[config.mk]
export PLATFORM = sky130hd
export DESIGN_NAME = exc_entry_seq
export DESIGN_NICKNAME = d
export VERILOG_FILES = /design/src/rtl/exc_seq_pkg.sv /design/src/rtl/exc_arbiter.sv /design/src/rtl/exc_seq_fsm.sv /design/src/rtl/exc_context.sv /design/src/rtl/exc_bus_drv.sv /design/src/rtl/exc_entry_seq.sv
export SDC_FILE = /design/constraint.sdc
export NUM_CORES = 1
export LEC_CHECK = 0
export BUFFER_PORTS_ARGS = -buffer_cell sky130_fd_sc_hd__buf_2
export CAP_MARGIN = 30
export CORE_ASPECT_RATIO = 1.5
export CORE_MARGIN = 4
export CORE_UTILIZATION = 51
export DETAILED_ROUTE_END_ITERATION = 16
export PLACE_DENSITY = 0.91
export SLEW_MARGIN = 15
export SYNTH_ARGS = -nofsm -noshare
export SYNTH_HDL_FRONTEND = slang
export SYNTH_HIERARCHICAL = 1
export SYNTH_SLANG_ARGS = --single-unit
[constraint.sdc]
create_clock -name clk -period 2.8 [get_ports clk]
set_input_delay 0 -clock clk [delete_from_list [all_inputs] [get_ports clk]]
set_output_delay 0 -clock clk [all_outputs]
set_load 0.03 [all_outputs]
[src/rtl/exc_seq_pkg.sv]
package exc_seq_pkg;

    localparam int CCR_W     = 8;
    localparam int VEC_W     = 4;
    localparam int TRAP_W    = 2;
    localparam int I_BIT     = 7;
    localparam int UI_BIT    = 6;
    localparam int NMI_NUM   = 7;
    localparam int TRAP_BASE = 8;

    localparam logic [CCR_W-1:0] RESET_CCR =
        CCR_W'((1 << I_BIT) | (1 << UI_BIT));

    typedef enum logic [2:0] {
        ST_HOLD,
        ST_IDLE,
        ST_PUSH_PC,
        ST_PUSH_CCR,
        ST_FETCH,
        ST_FIN,
        ST_POST
    } seq_state_e;

    typedef enum logic [1:0] {
        SRC_NONE,
        SRC_NMI,
        SRC_TRAP,
        SRC_IRQ
    } src_e;

    typedef struct packed {
        src_e             src;
        logic [VEC_W-1:0] num;
    } exc_pick_t;

    function automatic logic [CCR_W-1:0] entry_mask(
        input logic [CCR_W-1:0] ccr,
        input logic             ue
    );
        logic [CCR_W-1:0] r;
        r        = ccr;
        r[I_BIT] = 1'b1;
        if (!ue) begin
            r[UI_BIT] = 1'b1;
        end
        return r;
    endfunction

endpackage

[src/rtl/exc_arbiter.sv]
module exc_arbiter
    import exc_seq_pkg::*;
(
    input  logic              nmi_req,
    input  logic              trap_req,
    input  logic [TRAP_W-1:0] trap_idx,
    input  logic              irq_req,
    input  logic [VEC_W-1:0]  irq_num,
    output logic              req_any,
    output exc_pick_t         pick
);

    always_comb begin
        pick.src = SRC_NONE;
        pick.num = '0;
        if (nmi_req) begin
            pick.src = SRC_NMI;
            pick.num = VEC_W'(NMI_NUM);
        end else if (trap_req) begin
            pick.src = SRC_TRAP;
            pick.num = VEC_W'(TRAP_BASE) + VEC_W'(trap_idx);
        end else if (irq_req) begin
            pick.src = SRC_IRQ;
            pick.num = irq_num;
        end
    end

    assign req_any = (pick.src != SRC_NONE);

endmodule

[src/rtl/exc_seq_fsm.sv]
module exc_seq_fsm
    import exc_seq_pkg::*;
(
    input  logic       clk,
    input  logic       rst,
    input  logic       cpu_reset_n,
    input  logic       req_any,
    input  logic       mem_ready,
    output seq_state_e state,
    output logic       in_reset_seq,
    output logic       take,
    output logic       rst_start,
    output logic       fetch_done
);

    logic       rn_q;
    seq_state_e nxt;

    assign take       = cpu_reset_n && (state == ST_IDLE) && req_any;
    assign rst_start  = cpu_reset_n && (state == ST_HOLD) && !rn_q;
    assign fetch_done = cpu_reset_n && (state == ST_FETCH) && mem_ready;

    always_comb begin
        nxt = state;
        if (!cpu_reset_n) begin
            nxt = ST_HOLD;
        end else begin
            case (state)
                ST_HOLD:     if (!rn_q) nxt = ST_FETCH;
                ST_IDLE:     if (req_any) nxt = ST_PUSH_PC;
                ST_PUSH_PC:  if (mem_ready) nxt = ST_PUSH_CCR;
                ST_PUSH_CCR: if (mem_ready) nxt = ST_FETCH;
                ST_FETCH:    if (mem_ready) nxt = ST_FIN;
                ST_FIN:      nxt = in_reset_seq ? ST_POST : ST_IDLE;
                ST_POST:     nxt = ST_IDLE;
                default:     nxt = ST_HOLD;
            endcase
        end
    end

    always_ff @(posedge clk) begin
        if (rst) begin
            state        <= ST_HOLD;
            rn_q         <= 1'b0;
            in_reset_seq <= 1'b0;
        end else begin
            state <= nxt;
            rn_q  <= cpu_reset_n;
            if (rst_start) begin
                in_reset_seq <= 1'b1;
            end else if (take) begin
                in_reset_seq <= 1'b0;
            end
        end
    end

endmodule

[src/rtl/exc_context.sv]
module exc_context
    import exc_seq_pkg::*;
#(
    parameter int WORD_W = 32
) (
    input  logic              clk,
    input  logic              rst,
    input  logic              take,
    input  logic              rst_start,
    input  logic              fetch_done,
    input  logic              in_reset_seq,
    input  exc_pick_t         pick,
    input  logic              user_en,
    input  logic [WORD_W-1:0] cur_pc,
    input  logic [CCR_W-1:0]  cur_ccr,
    input  logic [WORD_W-1:0] cur_sp,
    input  logic [WORD_W-1:0] mem_rdata,
    output logic [WORD_W-1:0] lat_pc,
    output logic [CCR_W-1:0]  lat_ccr,
    output logic [WORD_W-1:0] lat_sp,
    output logic [VEC_W-1:0]  lat_num,
    output logic [WORD_W-1:0] new_pc,
    output logic [CCR_W-1:0]  new_ccr,
    output logic [WORD_W-1:0] new_sp
);

    localparam int BYTES = WORD_W / 8;

    logic lat_ue;

    always_ff @(posedge clk) begin
        if (rst) begin
            lat_pc  <= '0;
            lat_ccr <= '0;
            lat_sp  <= '0;
            lat_num <= '0;
            lat_ue  <= 1'b0;
        end else if (take) begin
            lat_pc  <= cur_pc;
            lat_ccr <= cur_ccr;
            lat_sp  <= cur_sp;
            lat_num <= pick.num;
            lat_ue  <= user_en;
        end else if (rst_start) begin
            lat_num <= '0;
        end
    end

    always_ff @(posedge clk) begin
        if (rst) begin
            new_pc  <= '0;
            new_ccr <= '0;
            new_sp  <= '0;
        end else if (fetch_done) begin
            new_pc <= mem_rdata;
            if (in_reset_seq) begin
                new_ccr <= RESET_CCR;
            end else begin
                new_ccr <= entry_mask(lat_ccr, lat_ue);
                new_sp  <= lat_sp - WORD_W'(2 * BYTES);
            end
        end
    end

endmodule

[src/rtl/exc_bus_drv.sv]
module exc_bus_drv
    import exc_seq_pkg::*;
#(
    parameter int WORD_W = 32
) (
    input  seq_state_e        state,
    input  logic [WORD_W-1:0] lat_pc,
    input  logic [CCR_W-1:0]  lat_ccr,
    input  logic [WORD_W-1:0] lat_sp,
    input  logic [VEC_W-1:0]  lat_num,
    output logic              mem_req,
    output logic              mem_we,
    output logic [WORD_W-1:0] mem_addr,
    output logic [WORD_W-1:0] mem_wdata
);

    localparam int BYTES = WORD_W / 8;
    localparam int SHIFT = $clog2(BYTES);

    always_comb begin
        mem_req   = 1'b0;
        mem_we    = 1'b0;
        mem_addr  = '0;
        mem_wdata = '0;
        case (state)
            ST_PUSH_PC: begin
                mem_req   = 1'b1;
                mem_we    = 1'b1;
                mem_addr  = lat_sp - WORD_W'(BYTES);
                mem_wdata = lat_pc;
            end
            ST_PUSH_CCR: begin
                mem_req   = 1'b1;
                mem_we    = 1'b1;
                mem_addr  = lat_sp - WORD_W'(2 * BYTES);
                mem_wdata = {lat_ccr, {(WORD_W-CCR_W){1'b0}}};
            end
            ST_FETCH: begin
                mem_req  = 1'b1;
                mem_addr = WORD_W'(lat_num) << SHIFT;
            end
            default: ;
        endcase
    end

endmodule

[src/rtl/exc_entry_seq.sv]
module exc_entry_seq
    import exc_seq_pkg::*;
#(
    parameter int WORD_W = 32
) (
    input  logic              clk,
    input  logic              rst,
    input  logic              cpu_reset_n,
    input  logic              user_en,
    input  logic              nmi_req,
    input  logic              trap_req,
    input  logic [TRAP_W-1:0] trap_idx,
    input  logic              irq_req,
    input  logic [VEC_W-1:0]  irq_num,
    input  logic [WORD_W-1:0] cur_pc,
    input  logic [CCR_W-1:0]  cur_ccr,
    input  logic [WORD_W-1:0] cur_sp,
    output logic              mem_req,
    output logic              mem_we,
    output logic [WORD_W-1:0] mem_addr,
    output logic [WORD_W-1:0] mem_wdata,
    input  logic [WORD_W-1:0] mem_rdata,
    input  logic              mem_ready,
    output logic [WORD_W-1:0] new_pc,
    output logic [CCR_W-1:0]  new_ccr,
    output logic [WORD_W-1:0] new_sp,
    output logic              done,
    output logic              busy,
    output logic              int_block
);

    seq_state_e        state;
    exc_pick_t         pick;
    logic              req_any, in_reset_seq, take, rst_start, fetch_done;
    logic [WORD_W-1:0] lat_pc, lat_sp;
    logic [CCR_W-1:0]  lat_ccr;
    logic [VEC_W-1:0]  lat_num;

    exc_arbiter u_arb (
        .nmi_req  (nmi_req),
        .trap_req (trap_req),
        .trap_idx (trap_idx),
        .irq_req  (irq_req),
        .irq_num  (irq_num),
        .req_any  (req_any),
        .pick     (pick)
    );

    exc_seq_fsm u_fsm (
        .clk          (clk),
        .rst          (rst),
        .cpu_reset_n  (cpu_reset_n),
        .req_any      (req_any),
        .mem_ready    (mem_ready),
        .state        (state),
        .in_reset_seq (in_reset_seq),
        .take         (take),
        .rst_start    (rst_start),
        .fetch_done   (fetch_done)
    );

    exc_context #(.WORD_W(WORD_W)) u_ctx (
        .clk          (clk),
        .rst          (rst),
        .take         (take),
        .rst_start    (rst_start),
        .fetch_done   (fetch_done),
        .in_reset_seq (in_reset_seq),
        .pick         (pick),
        .user_en      (user_en),
        .cur_pc       (cur_pc),
        .cur_ccr      (cur_ccr),
        .cur_sp       (cur_sp),
        .mem_rdata    (mem_rdata),
        .lat_pc       (lat_pc),
        .lat_ccr      (lat_ccr),
        .lat_sp       (lat_sp),
        .lat_num      (lat_num),
        .new_pc       (new_pc),
        .new_ccr      (new_ccr),
        .new_sp       (new_sp)
    );

    exc_bus_drv #(.WORD_W(WORD_W)) u_bus (
        .state     (state),
        .lat_pc    (lat_pc),
        .lat_ccr   (lat_ccr),
        .lat_sp    (lat_sp),
        .lat_num   (lat_num),
        .mem_req   (mem_req),
        .mem_we    (mem_we),
        .mem_addr  (mem_addr),
        .mem_wdata (mem_wdata)
    );

    assign done      = (state == ST_FIN);
    assign busy      = (state != ST_IDLE);
    assign int_block = (state == ST_HOLD) || (state == ST_POST) ||
                       (in_reset_seq && ((state == ST_FETCH) || (state == ST_FIN)));

endmodule

; Word-level counts from Yosys, hierarchy flattened
; Cells that the tools add are included.
[word_totals]
mem_bits_rw = 0
mem_bits_ro = 0
elab_cells = 67
memories = 0
regBits = 154
latchBits = 0
[classes]
n_addsub = 3
n_eq_ne = 12
div = 0
order_cmp = 0
muxes = 20
n_reduce_logical = 19
n_mul = 0
n_bitwise = 2
shift = 0
[ops]
columns = op, count
row1 = case mux 32 bit (3 select lines), 1
row2 = case mux 32 bit (2 select lines), 1
row3 = "subtractor 32 x 3 -> 32 bit, second input constant", 1
row4 = "subtractor 32 x 4 -> 32 bit, second input constant", 1
row5 = case mux 3 bit (7 select lines), 1
row6 = two-way mux 3 bit, 6
row7 = two-way mux 6 bit, 3
row8 = "equality test 3 bit, second input constant", 3
row9 = two-way mux 4 bit, 2
row10 = "inequality test 2 bit, second input constant", 4
row11 = logical AND 1 bit, 7
row12 = two-way mux 7 bit, 1
row13 = "equality test 3 x 2 -> 1 bit, second input constant", 2
row14 = two-way mux 1 bit, 5
row15 = AND reduction 5 bit, 1
row16 = "adder 4 x 2 -> 4 bit, first input constant", 1
row17 = nonzero test 2 bit, 2
row18 = OR reduction 2 bit, 2
row19 = "equality test 3 x 1 -> 1 bit, second input constant", 1
row20 = logical NOT 3 bit, 1
row21 = logical OR 1 bit, 3
row22 = "inequality test 3 x 1 -> 1 bit, second input constant", 1
row23 = OR reduction 3 bit, 1
row24 = "inequality test 2 x 1 -> 1 bit, second input constant", 1
row25 = other kinds (3), 4

; Depth between registers and ports, before layout
; Gate-level depths: netlist (run 1).
[logic_depth]
depth_word = 7
depth_mapped = 8

; Hierarchy
; The synthesis (run 1) kept the hierarchy.
[by_module_without_submodules]
columns = mod, n_inst, seq_area_each_um2, cells_per_inst, area_each_um2
row1 = exc_context, 1, 2982.9, 584, 5748.0
row2 = exc_bus_drv, 1, 0.0, 204, 1275.0
row3 = exc_seq_fsm, 1, 100.1, 35, 319.1
row4 = exc_arbiter, 1, 0.0, 12, 70.1
row5 = exc_entry_seq, 1, 0.0, 6, 51.3

; Least setup slack after synthesis (run 1)
; Ideal clock, no wire load.
[synth_path]
path_type = register -> output
startpoint = reg u_ctx.lat_sp[3]
endpoint = out mem_addr[21]
required_time_ns = 2.800
arrival_time_ns = 2.399
path_stages_with_launch = 7
path_slack_ns = 0.401
n_path_buf = 1
path_cell_list = dfxtp_1 -> inv_1 -> ha_1 -> nor3b_1 -> nand3_1 -> buf_2 -> o41ai_1
[synth_via]
elab_chain_cells = 2
[synth_rtl]
columns = item, line
row1 = from (decl), exc_context.sv:20  ; output logic [WORD_W-1:0] lat_sp,
row2 = from (signal assigned), exc_context.sv:41  ; lat_sp <= cur_sp;
row3 = subtractor 32 x 4 -> 32 bit / subtractor 32 x 3 -> 32 bit (equally long branches), "exc_bus_drv.sv:35, exc_bus_drv.sv:29"
row4 = case mux 32 bit (3 select lines) *, exc_bus_drv.sv:25  ; case (state)
row5 = to (decl), exc_entry_seq.sv:20  ; output logic [WORD_W-1:0] mem_addr,
; Every way passes the cells marked *; elsewhere a longest branch is shown, timed or not.

; Worst setup path in the final report (run 1)
[layout_path]
startpoint = reg u_ctx.lat_sp[4]
endpoint = out mem_addr[18]
; Same word-level chain as after synthesis.

==> results.toml, run 1 <==
[clock_network]
h-tree-depth = 4
cts_max_path_buffers = 2
cts_buffers = 17
cts_tree = "built"
clkSlewWorstSetupHoldPaths_ps = 70
root_buffer = "clkbuf_16"
clk_latency_ps = 420
clock_sinks = 154

[timing]
fmaxAchievable_ghz = 0.3787
finalCritPeriodShare = 0.9431
setup_viol = 0
tightest_slew_ps = 764.1
tns_ps = 0
fin_crit_ps = 2641
whs_ps = -1.545
hold_viol_final = 1
worst_clock_skew_ps = 13.65
slew_viol_final = 0
rsz0062_at_grt = "no"
relSlewSlack = 0.4859

[logic_synthesis]
synth.yosys.warnings = 6
synthCells = 838
synth_fp_nets = 960
syn_avg_cell_area_um2 = 8.890
netlist_area_um2 = 7450

[final_layout]
area_growth_pct = 43.38
n_antenna_cell = 0
final_nets = 1304
drive_gt1_frac = 0.2803

[worst_hold_path]
hold_class = "in2reg"
min_path_cells = 4

[floorplan]
die_area_um2 = 16640
coreArea_um2 = 14190
rows = 53
fp.dieH_um = 156.0
die_w_um = 106.7
initial_core_util = 0.5250
io_pins = 259

[grt]
grt_antenna_before_repair = 0
grt_pass1_vias = 7970
grt_usage = 0.3194
grt_first_pass_wirelength_um = 42260
grt_max_degree = 84
grt.overflow.total = 0

[placement]
gp_congestion = 0.8602
io_buffers = 258
dp.final_hpwl_um = 16250

[worst_setup_path]
cp_num_buf_inv = 1
cp_top_family = "simple AND/OR/NAND/NOR gates"
ff2ff_path_depth = 5
cp-end-kind = "output pin"
critPathMaxFanout = 19
crit_chain = "or3_1 -> a21o_1 -> or4_1 -> a21oi_1 -> buf_2"
critPathLaunchType = "register"
path_depth = 5
slowest_stage = "or4_1"
crit_required_ps = 2800
cp.arrival_ps = 2640
crit_type = "reg2out"
cp_slowest_stage_delay_ps = 570

[status]
status = "finished with violations"
failed_checks = "negative hold slack"

[power]
p_sw_frac = 0.2605
intPower_w = 0.003835
pwr-share-clk = 0.476
total_power_w = 0.005186
p_seq_frac = 0.432
p_sw_w = 0.001351
power-per-cell-area_nw_per_um2 = 485.5
p_comb_frac = 0.091
ir_drop_mv = 0.4462
p_leak_nw = 4.914

[run]
maxCapViolCount = 0

[routing]
ant_nets = 0
dr_total_vias = 8025
drtIter0Drc = 616
routed_via_density = 5.786
drt_pass1_iterations = 7
route.detailed.drc = 0
routedWlPerCell_um = 19.98
drt-total-wl_um = 27720
## registers in the layout (all words and copies together) (netlist names)
name and flops:
u_fsm/state 3, u_ctx/new_ccr 8, u_fsm/rn_q 1, u_fsm/in_reset_seq 1
u_ctx/lat_sp 32, u_ctx/lat_num 4, u_ctx/lat_ccr 8, u_ctx/lat_ue 1
u_ctx/lat_pc 32, u_ctx/new_sp 32, u_ctx/new_pc 32
## per-stage QoR
step	instance area [µm²]	utilization	std cells	worst slack, ps
3_5_place_dp	8910	0.6278	1243	536.8
4_1_cts	10660	0.7510	1387	96.83
3_3_place_gp	8910	0.6278	1243	619.9
6_report	10680	0.7527	1387	159.4
2_1_floorplan	7450	-	838	401.3
5_1_grt	10680	0.7527	1387	30.76
## path summary, 6_finish.rpt
| kind | slack, ps | from | endpoint |
|---|---|---|---|
| max | 160 | u_ctx/lat_sp[4] | mem_addr[18] |
| min | -2 | nmi_req | u_ctx/lat_num[2] |
| max reg2reg | 510 | u_ctx/lat_sp[4] | u_ctx/new_sp[24] |
| min reg2reg | 460 | u_ctx/new_sp[0] | u_ctx/new_sp[0] |
## repair_timing
item | in CTS | in global routing
hold buffers | 112 | 0
endpoints found under the setup margin | 0 | 6
buffers inserted | 0 | 0
hold endpoints to repair | 112 | 0
resized for setup | 0 | 5
## power groups by stage
stage	sequential (W)	clock [W]	combinational (W)
final	0.00224	0.00247	0.000474
after global routing	0.00225	0.00259	0.000502
after CTS	0.00224	0.00247	0.000456
after detailed placement	0.00229	0	0.000331
after global placement	0.00229	0	0.000324
after floorplan	0.00233	0	0.000144
## worst min-delay path, stage by stage
cell     delay (ps)
buf_2           130
a21o_2          110
a21oi_1          60
nor2_1           80
## final cells by class
type / count / area (µm²)
Timing Repair Buffer: 387 / 2592
Tap cell: 192 / 240.2
Sequential cell: 154 / 3084
Clock buffer: 17 / 425.4
Fill cell: 950 / 3510
Inverter: 9 / 33.78
Multi-Input combinational cell: 613 / 4104
Clock inverter: 15 / 201.4
## routing by layer
layer,wire (µm),share of wire,global-route usage
met1,9785,0.35,0.3449
met2,14500,0.52,0.5811
met3,1883,0.068,0.05424
met4,1552,0.056,0.1840
met5,0,0,0
## cell usage in the layout (no fill, tap or decap), types with 9 or more instances in the layout
cell type	instances
buf_2	257
dfxtp_1	153
nand3b_1	10
a311oi_1	18
and2_1	27
o31ai_1	14
inv_1	9
buf_4	14
xor2_1	11
a211oi_1	13
o21ai_0	10
or3_1	17
nand2_1	26
nor2_1	172
or4_1	16
clkbuf_16	17
a21oi_1	31
mux2i_1	118
dlygate4sd3_1	112
nand2b_1	25
No activity file was read; power rests on OpenSTA's default activity.
==> run 2, diff against run 1 <==
--- a/config.mk
+++ b/config.mk
@@ -11,8 +11,9 @@
 export CORE_MARGIN = 4
 export CORE_UTILIZATION = 51
 export DETAILED_ROUTE_END_ITERATION = 16
+export HOLD_SLACK_MARGIN = 0.08
 export PLACE_DENSITY = 0.91
-export SLEW_MARGIN = 15
+export SLEW_MARGIN = 10
 export SYNTH_ARGS = -nofsm -noshare
 export SYNTH_HDL_FRONTEND = slang
 export SYNTH_HIERARCHICAL = 1
==> results.toml, run 2 (same netlist as run 1, synthesis figures left out) <==
[floorplan]
die_w_um = 106.7
rows = 53
coreArea_um2 = 14190
initial_core_util = 0.5250
fp.dieH_um = 156.0
die_area_um2 = 16640
io_pins = 259

[timing]
tns_ps = 0
finalCritPeriodShare = 0.9412
tightest_slew_ps = 721.5
rsz0062_at_grt = "no"
hold_viol_final = 0
fin_crit_ps = 2635
setup_viol = 0
worst_clock_skew_ps = 13.20
fmaxAchievable_ghz = 0.3795
slew_viol_final = 0
worst_slack_ps = 164.6
relSlewSlack = 0.5146

[final_layout]
stdcell_count = 1391
nFillCells = 945
layout_common_cells = "buf_2, nor2_1, dfxtp_1"
area_growth_pct = 43.92
mostFrequentLayoutCell = "buf_2"
n_antenna_cell = 0
final_nets = 1308
regArea_um2 = 3084
multi_input_area_um2 = 4104
drive_gt1_frac = 0.2794

[worst_setup_path]
rr_endpoint = "u_ctx/new_sp[30]"
cp_top_family = "simple AND/OR/NAND/NOR gates"
crit_type = "reg2out"
ff2ff_setup_slack_ps = 510
cp-end-kind = "output pin"
cp_slowest_stage_delay_ps = 580
r2r_start = "u_ctx/lat_sp[4]"
critPathLaunchType = "register"
critPathMaxFanout = 19
slowest_stage = "or4_1"
crit_chain = "or3_1 -> a21o_1 -> or4_1 -> a21oi_1 -> buf_2"
crit_required_ps = 2800
cp_num_buf_inv = 1
cp.arrival_ps = 2640
ff2ff_path_depth = 4

[placement]
io_buffers = 258
gp_congestion = 0.8602
dp.final_hpwl_um = 16250
dp.cells = 1243
pre_cts_slack_ps = 536.8

[routing]
m1WireLength_um = 9817
routed_via_density = 5.789
route.detailed.drc = 0
drt-total-wl_um = 27840
dr_total_vias = 8053
drtIter0Drc = 626
ant_nets = 0
wl_met2_um = 14720
drt_pass1_iterations = 7
top_layer_used = "met4"
routedWlPerCell_um = 20.02
met3_length_um = 1834

[clock_network]
clock_sinks = 154
cts_setup_buffers = 0
cts_max_path_buffers = 2
root_buffer = "clkbuf_16"
h-tree-depth = 4
cts_buffers = 17
cts_tree = "built"
clk_latency_ps = 420
clkSlewWorstSetupHoldPaths_ps = 70

[power]
ir_drop_mv = 0.4452
total_power_w = 0.005193
p_leak_nw = 4.932
power-per-cell-area_nw_per_um2 = 484.4

[grt]
grt.overflow.total = 0
grt_pass1_vias = 8015
grt_usage = 0.3215
grt_max_degree = 84
grt_first_pass_wirelength_um = 42530
grt_antenna_before_repair = 0

[worst_hold_path]
min_path_cells = 2
holdPathEnd = "u_ctx/lat_num[3]"
hp-start = "rst"
hold_class = "in2reg"

[run]
maxCapViolCount = 0

[status]
status = "complete, no violations"
==> run 2: cell count changes in the layout (fill, tap and decap cells not counted), sizes merged <==
cell / delta
dlygate4sd3: +4
==> run 2: how the worst max path moves through the flow <==
| stage | startpoint | slack [ps] | end | cells past startpoint |
|---|---|---|---|---|
| after floorplan | u_ctx/lat_sp[3] | 400 | mem_addr[21] | 6 |
| after detailed placement | u_ctx/lat_sp[3] | 540 | mem_addr[19] | 8 |
| after global placement | u_ctx/lat_sp[3] | 620 | u_ctx/new_sp[24] | 5 |
| after global routing | u_ctx/lat_sp[3] | 30 | mem_addr[20] | 7 |
| after CTS | u_ctx/lat_sp[3] | 100 | mem_addr[19] | 8 |
| final | u_ctx/lat_sp[6] | 160 | mem_addr[20] | 5 |
==> run 2: what timing repair did <==
item                                    in CTS  in global routing
hold endpoints to repair                   113                  0
endpoints found under the setup margin       0                  6
hold buffers                               116                  0
resized for setup                            0                  5
==> run 2: power by group <==
part / total (W) / internal [W] / switching (W)
Combinational: 0.000480 / 0.000248 / 0.000232
Clock: 0.00247 / 0.00138 / 0.00110
Sequential: 0.00224 / 0.00222 / 0.0000268
Total: 0.00519 / 0.00384 / 0.00135
==> run 2: area by class of cell <==
type,instances,area share
repair buffers,391,0.2455
clock buffers,17,0.03968
multi-input cells,613,0.3828
well taps,192,0.02241
inverters,9,0.003151
clock inverters,15,0.01879
flip-flops and latches,154,0.2877
==> run 2: metrics by stage <==
step / instance area (µm²) / hold slack [ps] / util
floorplan: 7450 / 69.94 / -
global placement: 8910 / 230.6 / 0.6278
detailed placement: 8910 / 240.7 / 0.6278
CTS: 10700 / 95.07 / 0.7538
global route: 10720 / 147.8 / 0.7555
finish: 10720 / 112.3 / 0.7555
==> run 2: worst register-to-register path: cells and delay by family (launching register included) <==
kind	cells	cell delay, ps
simple gates	3	1530
compound gates	1	270
flops	1	390
==> run 2: per-layer routing <==
metal / vias to the layer above / track usage
met5: - / 0
met4: 0 / 0.1840
met3: 108 / 0.05424
met2: 496 / 0.5853
met1: 3785 / 0.3475
li1: 3664 / -
==> run 3, diff against run 2 <==
--- a/config.mk
+++ b/config.mk
@@ -13,6 +13,7 @@
 export DETAILED_ROUTE_END_ITERATION = 16
 export HOLD_SLACK_MARGIN = 0.08
 export PLACE_DENSITY = 0.91
+export SETUP_SLACK_MARGIN = 0.5
 export SLEW_MARGIN = 10
 export SYNTH_ARGS = -nofsm -noshare
 export SYNTH_HDL_FRONTEND = slang
==> results.toml, run 3 (same netlist as run 1, synthesis figures left out) <==
[grt]
grtUsageMet3 = 0.06128
grt_usage = 0.3286
top_usage_layer = "met2"
grt_pass1_vias = 8204
grt_first_pass_wirelength_um = 43570
grt_antenna_before_repair = 0
grt.overflow.total = 0
grt_use_met2 = 0.5865
grt_max_degree = 83
met1_usage = 0.3500

[timing]
rsz0062_at_grt = "yes"
finalCritPeriodShare = 0.8646
relSlewSlack = 0.4546
tns_ps = 0
hold_viol_final = 0
worst_clock_skew_ps = 23.02
slew_viol_final = 0
setup_viol = 0
fin_crit_ps = 2421
tightest_slew_ps = 818.0
fmaxAchievable_ghz = 0.4131

[floorplan]
coreArea_um2 = 14190
rows = 53
fp.dieH_um = 156.0
die_area_um2 = 16640
die_w_um = 106.7
initial_core_util = 0.5250
io_pins = 259

[final_layout]
final_nets = 1326
area_growth_pct = 49.93
stdcell_count = 1410
drive_gt1_frac = 0.3254
mostFrequentLayoutCell = "buf_2"
layout_common_cells = "buf_2, nor2_1, dfxtp_1"
final_core_util = 0.7871

[clock_network]
cts_tree = "built"
clkSlewWorstSetupHoldPaths_ps = 70
cts_max_path_buffers = 2
cts_buffers = 17
clk_latency_ps = 430
h-tree-depth = 4
clock_sinks = 154
root_buffer = "clkbuf_16"

[power]
power-per-cell-area_nw_per_um2 = 453.1
ir_drop_mv = 0.3410
total_power_w = 0.005061
p_leak_nw = 5.056

[placement]
gp_congestion = 0.8610
dp.final_hpwl_um = 15710
io_buffers = 258
dp.cells = 1241

[worst_hold_path]
hold_class = "in2reg"
hp-start = "trap_req"
holdPathEnd = "u_ctx/lat_num[3]"
min_path_cells = 5

[routing]
drt_pass1_iterations = 6
route.detailed.drc = 0
routed_via_density = 6.072
ant_nets = 0
routedWlPerCell_um = 21.82
drtIter0Drc = 854
drt-total-wl_um = 30770
dr_total_vias = 8561

[worst_setup_path]
critPathLaunchType = "register"
rr_endpoint = "u_ctx/new_sp[31]"
crit_type = "reg2out"
crit_required_ps = 2800
ff2ff_path_depth = 7
ff2ff_setup_slack_ps = 460
cp-end-kind = "output pin"
r2r_start = "u_ctx/lat_sp[4]"
cp.arrival_ps = 2420
critPathMaxFanout = 13

[status]
status = "complete, no violations"

[run]
maxCapViolCount = 0
[run 3: final cells by class]
class,instances,area (µm²)
clock buffers,17,425.4
clock inverters,15,177.7
repair inverters,1,7.507
diodes,1,2.502
repair buffers,407,2850
multi-input cells,614,4318
inverters,9,37.54
well taps,192,240.2
fillers,801,3022
flip-flops and latches,154,3110
[run 3: per-layer routing]
metal | vias up | routed length, µm
met2 | 628 | 15900
li1 | 3714 | -
met5 | - | 0
met3 | 184 | 2342
met4 | 0 | 2179
met1 | 4035 | 10350
[run 3: worst max-delay path by stage]
stage,startpoint,endpoint,slack [ps],cells after the start
detailed placement,u_ctx/lat_sp[3],u_ctx/new_sp[24],460,5
global route,u_ctx/lat_sp[3],mem_addr[25],320,8
CTS,u_ctx/lat_sp[3],mem_addr[25],400,8
floorplan,u_ctx/lat_sp[3],mem_addr[19],640,7
global placement,u_ctx/lat_sp[3],mem_addr[25],520,7
finish,u_ctx/lat_sp[10],mem_addr[25],380,7
[run 3: report_power, final]
| part | internal (W) | switching [W] |
|---|---|---|
| Combinational | 0.000256 | 0.000243 |
| Clock | 0.00121 | 0.00112 |
| Sequential | 0.00221 | 0.0000271 |
[run 3: through the flow]
stage	hold WS, ps	cell area (µm²)	setup slack, ps
after floorplan	69.94	7457	637.0
after global placement	230.1	8902	518.9
after detailed placement	241.0	8902	459.7
after CTS	90.06	10840	401.5
after global routing	154.6	11170	319.9
final	88.89	11170	379.0
[run 3: critical path, cell delays in order, from the launching register on]
cell and delay [ps]:
dfxtp_2 370, nor4_4 290, buf_4 200, nand3_2 90
buf_8 170, or4_4 530, a21oi_2 190, buf_6 150
[run 3: what timing repair did]
item,4_1_cts,5_1_grt
gates resized for setup,33,69
hold buffers,116,0
endpoints found under the hold margin,113,0
buffers inserted,6,11
gates cloned,1,2
endpoints found under the setup margin,26,62
pin swaps,3,17
